File: src/rtl/lockstep_pkg.sv
package lockstep_pkg;
  typedef enum logic [2:0] {
    ST_RUN,
    ST_RESTORE,
    ST_RETRY,
    ST_SPARE_LOAD,
    ST_CHECKSTOP
  } ls_state_e;
endpackage

File: src/rtl/lockstep_cmp.sv
// Completion comparator: classifies a cycle as match, mismatch or idle.
module lockstep_cmp #(
  parameter int W = 32
) (
  input  logic [W-1:0] x_state,
  input  logic         x_done,
  input  logic [W-1:0] y_state,
  input  logic         y_done,
  output logic         match_o,
  output logic         miss_o
);
  logic both, any, same;
  assign both    = x_done & y_done;
  assign any     = x_done | y_done;
  assign same    = (x_state == y_state);
  assign match_o = both & same;
  assign miss_o  = any & ~(both & same);
endmodule

File: src/rtl/lockstep_ckpt.sv
// Last known-good state register with a defined reset image.
module lockstep_ckpt #(
  parameter int          W    = 32,
  parameter logic [W-1:0] INIT = '0
) (
  input  logic         clk,
  input  logic         rst,
  input  logic         we,
  input  logic [W-1:0] d,
  output logic [W-1:0] q
);
  always_ff @(posedge clk) begin
    if (rst)     q <= INIT;
    else if (we) q <= d;
  end
endmodule

File: src/rtl/lockstep_fsm.sv
// Recovery sequencer: retry once in place, then swap in the spare, then stop.
module lockstep_fsm
  import lockstep_pkg::*;
#(
  parameter int SOFT_W = 4
) (
  input  logic              clk,
  input  logic              rst,
  input  logic              match_i,
  input  logic              miss_i,
  output logic              ckpt_we_o,
  output logic              restore_o,
  output logic              spare_load_o,
  output logic              spare_active_o,
  output logic              hold_o,
  output logic              mcheck_o,
  output logic              fatal_o,
  output logic [SOFT_W-1:0] soft_cnt_o
);
  localparam logic [SOFT_W-1:0] SOFT_MAX = '1;

  ls_state_e st_q, st_d;
  logic      live;

  assign live      = (st_q == ST_RUN) || (st_q == ST_RETRY);
  assign ckpt_we_o = live && match_i;

  always_comb begin
    st_d = st_q;
    case (st_q)
      ST_RUN:        if (miss_i) st_d = ST_RESTORE;
      ST_RESTORE:    st_d = ST_RETRY;
      ST_RETRY: begin
        if (match_i)     st_d = ST_RUN;
        else if (miss_i) st_d = spare_active_o ? ST_CHECKSTOP : ST_SPARE_LOAD;
      end
      ST_SPARE_LOAD: st_d = ST_RUN;
      default:       st_d = ST_CHECKSTOP;
    endcase
  end

  always_ff @(posedge clk) begin
    if (rst) begin
      st_q           <= ST_RUN;
      mcheck_o       <= 1'b0;
      restore_o      <= 1'b0;
      spare_load_o   <= 1'b0;
      spare_active_o <= 1'b0;
      hold_o         <= 1'b0;
      fatal_o        <= 1'b0;
      soft_cnt_o     <= '0;
    end else begin
      st_q         <= st_d;
      mcheck_o     <= live && miss_i;
      restore_o    <= (st_d == ST_RESTORE) || (st_d == ST_SPARE_LOAD);
      spare_load_o <= (st_d == ST_SPARE_LOAD);
      hold_o       <= (st_d == ST_RESTORE) || (st_d == ST_SPARE_LOAD) ||
                      (st_d == ST_CHECKSTOP);
      fatal_o      <= (st_d == ST_CHECKSTOP);
      if (st_d == ST_SPARE_LOAD) spare_active_o <= 1'b1;
      if (st_q == ST_RETRY && match_i && soft_cnt_o != SOFT_MAX)
        soft_cnt_o <= soft_cnt_o + 1'b1;
    end
  end
endmodule

File: src/rtl/lockstep_recovery.sv
module lockstep_recovery #(
  parameter int           W      = 32,
  parameter int           SOFT_W = 4,
  parameter logic [W-1:0] CKPT_INIT = '0
) (
  input  logic              clk,
  input  logic              rst,
  input  logic [W-1:0]      a_state,
  input  logic              a_done,
  input  logic [W-1:0]      b_state,
  input  logic              b_done,
  input  logic [W-1:0]      s_state,
  input  logic              s_done,
  output logic [W-1:0]      ckpt_o,
  output logic              restore_o,
  output logic              spare_load_o,
  output logic              spare_active_o,
  output logic              b_bad_o,
  output logic              hold_o,
  output logic              mcheck_o,
  output logic              fatal_o,
  output logic [SOFT_W-1:0] soft_cnt_o
);
  logic [W-1:0] p_state;
  logic         p_done, match, miss, ckpt_we;

  // Partner of unit A: B until the swap, spare afterwards.
  assign p_state = spare_active_o ? s_state : b_state;
  assign p_done  = spare_active_o ? s_done  : b_done;
  assign b_bad_o = spare_active_o;

  lockstep_cmp #(.W(W)) u_cmp (
    .x_state(a_state), .x_done(a_done),
    .y_state(p_state), .y_done(p_done),
    .match_o(match),   .miss_o(miss)
  );

  lockstep_ckpt #(.W(W), .INIT(CKPT_INIT)) u_ckpt (
    .clk(clk), .rst(rst), .we(ckpt_we), .d(a_state), .q(ckpt_o)
  );

  lockstep_fsm #(.SOFT_W(SOFT_W)) u_fsm (
    .clk(clk), .rst(rst), .match_i(match), .miss_i(miss),
    .ckpt_we_o(ckpt_we), .restore_o(restore_o), .spare_load_o(spare_load_o),
    .spare_active_o(spare_active_o), .hold_o(hold_o), .mcheck_o(mcheck_o),
    .fatal_o(fatal_o), .soft_cnt_o(soft_cnt_o)
  );
endmodule

File: config.mk
export PLATFORM = sky130hd
export DESIGN_NAME = lockstep_recovery
export DESIGN_NICKNAME = d
export VERILOG_FILES = /design/src/rtl/lockstep_pkg.sv /design/src/rtl/lockstep_cmp.sv /design/src/rtl/lockstep_ckpt.sv /design/src/rtl/lockstep_fsm.sv /design/src/rtl/lockstep_recovery.sv
export SDC_FILE = /design/constraint.sdc
export NUM_CORES = 1
export LEC_CHECK = 0
export CORE_ASPECT_RATIO = 1.1
export CORE_MARGIN = 4
export CORE_UTILIZATION = 39
export CTS_CLUSTER_SIZE = 8
export DETAILED_ROUTE_END_ITERATION = 12
export GPL_ROUTABILITY_DRIVEN = 0
export GPL_TIMING_DRIVEN = 0
export HOLD_SLACK_MARGIN = 0.15
export MAX_ROUTING_LAYER = met4
export PLACE_DENSITY = 0.81
export SLEW_MARGIN = 10
export SYNTH_ARGS = -nofsm -noshare
export SYNTH_HDL_FRONTEND = slang
export SYNTH_HIERARCHICAL = 1
export SYNTH_SLANG_ARGS = --single-unit
File: constraint.sdc
create_clock -name clk -period 3.31 [get_ports clk]
set_input_delay 0.4965 -clock clk [delete_from_list [all_inputs] [get_ports clk]]
set_output_delay 0.4965 -clock clk [all_outputs]
set_load 0.05 [all_outputs]
==> results.toml <==
[status]
outcome = "finished clean"

[finish]
final_cell_mix = "clkdlybuf4s50_1, dfxtp_1, nor2_1"
nets = 493
final_common_cell = "clkdlybuf4s50_1"
area_growth_pct = 62.9
n_antenna_cell = 0
drive_above_1_share_pct = 14.5

[floorplanning]
die_h_microns = 94.0
fp.dieArea_sq_um = 8100
die_w_microns = 86.2
core-area_sq_um = 6560
io_pins = 144
start_util_pct = 40.0
num_rows = 31

[timing]
rsz0062_at_grt = "false"
max_freq_mhz = 321
finalCriticalPeriod_ns = 3.12
holdWs_ns = 0.498
worst_slew_pin_slew_ns = 0.528
hold_violations = 0
relSlewSlack_pct = 64.7
fin_crit_sh_pct = 94.1
fin_worst_skew_ns = 0.00934
setup_ws_ns = 0.194
slew_violations = 0
finalSetupViolCount = 0

[drt]
wl_per_cell_microns = 15.8
firstDrtPassIters = 4
highest-signal-layer = "met3"
drc_errors = 0
drt_iter0_drc = 50
wl_met2_mm = 3.96
antenna_violating_nets_post_route = 0
met1_length_mm = 2.98
routed-via-count = 2245
drt-total-wl_mm = 7.48
wl_met3_microns = 536
viasPerCell = 4.74

[synth]
synthMuxAreaShare_pct = 30.7
yosysUniqueCellTypes = 35
syn_inst = 240
synth_top_family_by_area = "multiplexers"
synth_fp_nets = 342
syn_area_sq_um = 2620
synth_compound_area_share_pct = 2.53
synth_seq_cells = 45
ys_seq_area_share_pct = 34.4
ys_warn_count = 6
synthSimpleGateAreaFrac_pct = 14.8
avgSynthCellArea_sq_um = 10.9
synthXorXnorAreaFrac_pct = 10.7
synthAdderAreaFrac_pct = 0.477

[run]
drv_cap = 0

[global_route]
grt_pass1_vias = 2372
grt_pass1_wl_mm = 11.4
grt_max_degree = 17
antenna_found_initial = 0
grt_usage_pct = 18.5
gr-total-overflow = 0

[worst_hold_path]
min_path_type = "flop to flop"

[clock_network]
path_clk_slew_ns = 0.09
clk_path_buf_depth = 2
clock-sinks = 45
cts_tree = "done"
cts-root-buf = "clkbuf_8"
cts_hold_buf = 0
cts.htree.levels = 2
numCtsBuffers = 5
clock_latency_ns = 0.29

[setup_path]
cp-start-kind = "flop"
worstPathMaxFanout = 10
critPathArrivalTime_ns = 3.35
critPathKind = "flop to flop"
cp.required_ns = 3.54
endpoint_kind = "flop"
r2r_slack_ns = 0.19

[pwr]
power_density_nw_per_um2 = 293
ir_drop_uv = 223
p_total_w = 0.00125
p_leak_nw = 1.57

[placed_design]
dpl_worst_slack_ns = -0.386
place_hpwl_mm = 6.17
port_buffers = 143
-- routing by layer --
| metal | vias to the layer above | GRT usage [%] |
|---|---|---|
| li1 | 1137 | - |
| met1 | 1017 | 20.1 |
| met2 | 91 | 35.2 |
| met3 | 0 | 3.95 |
| met4 | 0 | 2.73 |
| met5 | - | - |
-- critical path, cell delays in order, from the launching register on --
cell and delay, ns:
dfxtp_1 0.49, buf_6 0.21, buf_12 0.16, mux2_4 0.30
xor2_1 0.18, nor4_1 0.35, nand4_1 0.22, nor4_4 0.31
buf_4 0.19, nand4bb_4 0.13, or3_1 0.36, a21oi_1 0.15
-- cell type report --
type,count,area (sq um)
Fill cell,529,2280
Multi-Input combinational cell,181,1570
Timing Repair Buffer,144,1440
Sequential cell,45,901
Buffer,13,166
Tap cell,82,103
Clock buffer,5,68.8
Clock inverter,3,25.0
Inverter,1,3.75
-- Yosys cell counts --
library cell  number  area (sq um)
o21ai_1            1          5.00
clkbuf_1           3          11.3
nor2b_1            3          18.8
nor2_1            39           146
mux2_4            30           450
dfxtp_1           45           901
and4bb_1           1          12.5
a21oi_1            5          25.0
mux2i_1           32           320
buf_4              1          7.51
inv_1              1          3.75
nor4_1             7          43.8
nand3b_1           1          7.51
and3_1             1          6.26
buf_6              2          22.5
ha_1               1          12.5
nor3_1             2          10.0
or3_1              2          12.5
xnor2_1            4          35.0
nor3b_2            1          12.5
buf_2              1          5.00
and4b_1            1          10.0
buf_12             6           120
mux2_2             3          33.8
o21ai_0            2          10.0
and2_1             3          18.8
nand4bb_4          1          27.5
nand4_1            2          12.5
nand3_1            2          10.0
xor2_1            28           245
a31oi_1            3          18.8
nand2_1            3          11.3
nor4_2             1          12.5
nor4b_2            1          15.0
o31ai_1            1          7.51
-- path summary, 6_finish.rpt --
path | startpoint | to | depth (start not counted)
max | u_fsm/spare_active_o | u_fsm/soft_cnt_o[0] | 11
min | u_ckpt/q[21] | u_ckpt/q[21] | 2
max reg2reg | u_fsm/spare_active_o | u_fsm/soft_cnt_o[0] | 11
min reg2reg | u_ckpt/q[21] | u_ckpt/q[21] | 2
-- flip-flops by register name (all words and copies together), names as in the netlist --
name and flops:
u_fsm/soft_cnt_o 4, u_ckpt/q 32, u_fsm/restore_o 1, u_fsm/spare_active_o 1, u_fsm/hold_o 1, u_fsm/spare_load_o 1
u_fsm/mcheck_o 1, u_fsm/fatal_o 1, u_fsm/st_q 3
-- cell families (layout without fill, tap and decap cells) --
kind of cell | count (synthesis) | in the layout
multiplexers | 65 | 65
XOR/XNOR | 32 | 32
AND/OR/NAND/NOR | 71 | 71
AO/OA/AOI/OAI | 12 | 12
adder cells (fa/ha/maj) | 1 | 1
flip-flops | 45 | 45
buffers and inverters | 14 | 166
-- power breakdown --
group / switching [W] / internal (W)
logic: 0.000132 / 0.000219
registers: 0.00000819 / 0.000549
clock network: 0.000191 / 0.000154
total: 0.000332 / 0.000921
-- through the flow --
step / utilization, % / instances / setup TNS (ns) / area (sq um)
after floorplan: - / 240 / 0 / 2620
after global placement: 63.4 / 465 / -9.96 / 4160
after detailed placement: 63.4 / 465 / -12.73 / 4160
after CTS: 65.2 / 474 / 0 / 4270
after global routing: 65.2 / 474 / 0 / 4270
final: 65.2 / 474 / 0 / 4270
-- what timing repair did --
item	4_1_cts	5_1_grt
endpoints found under the setup margin	43	0
gates resized for setup	2	0
buffers inserted	1	0
(Power assumes the default switching activity.)
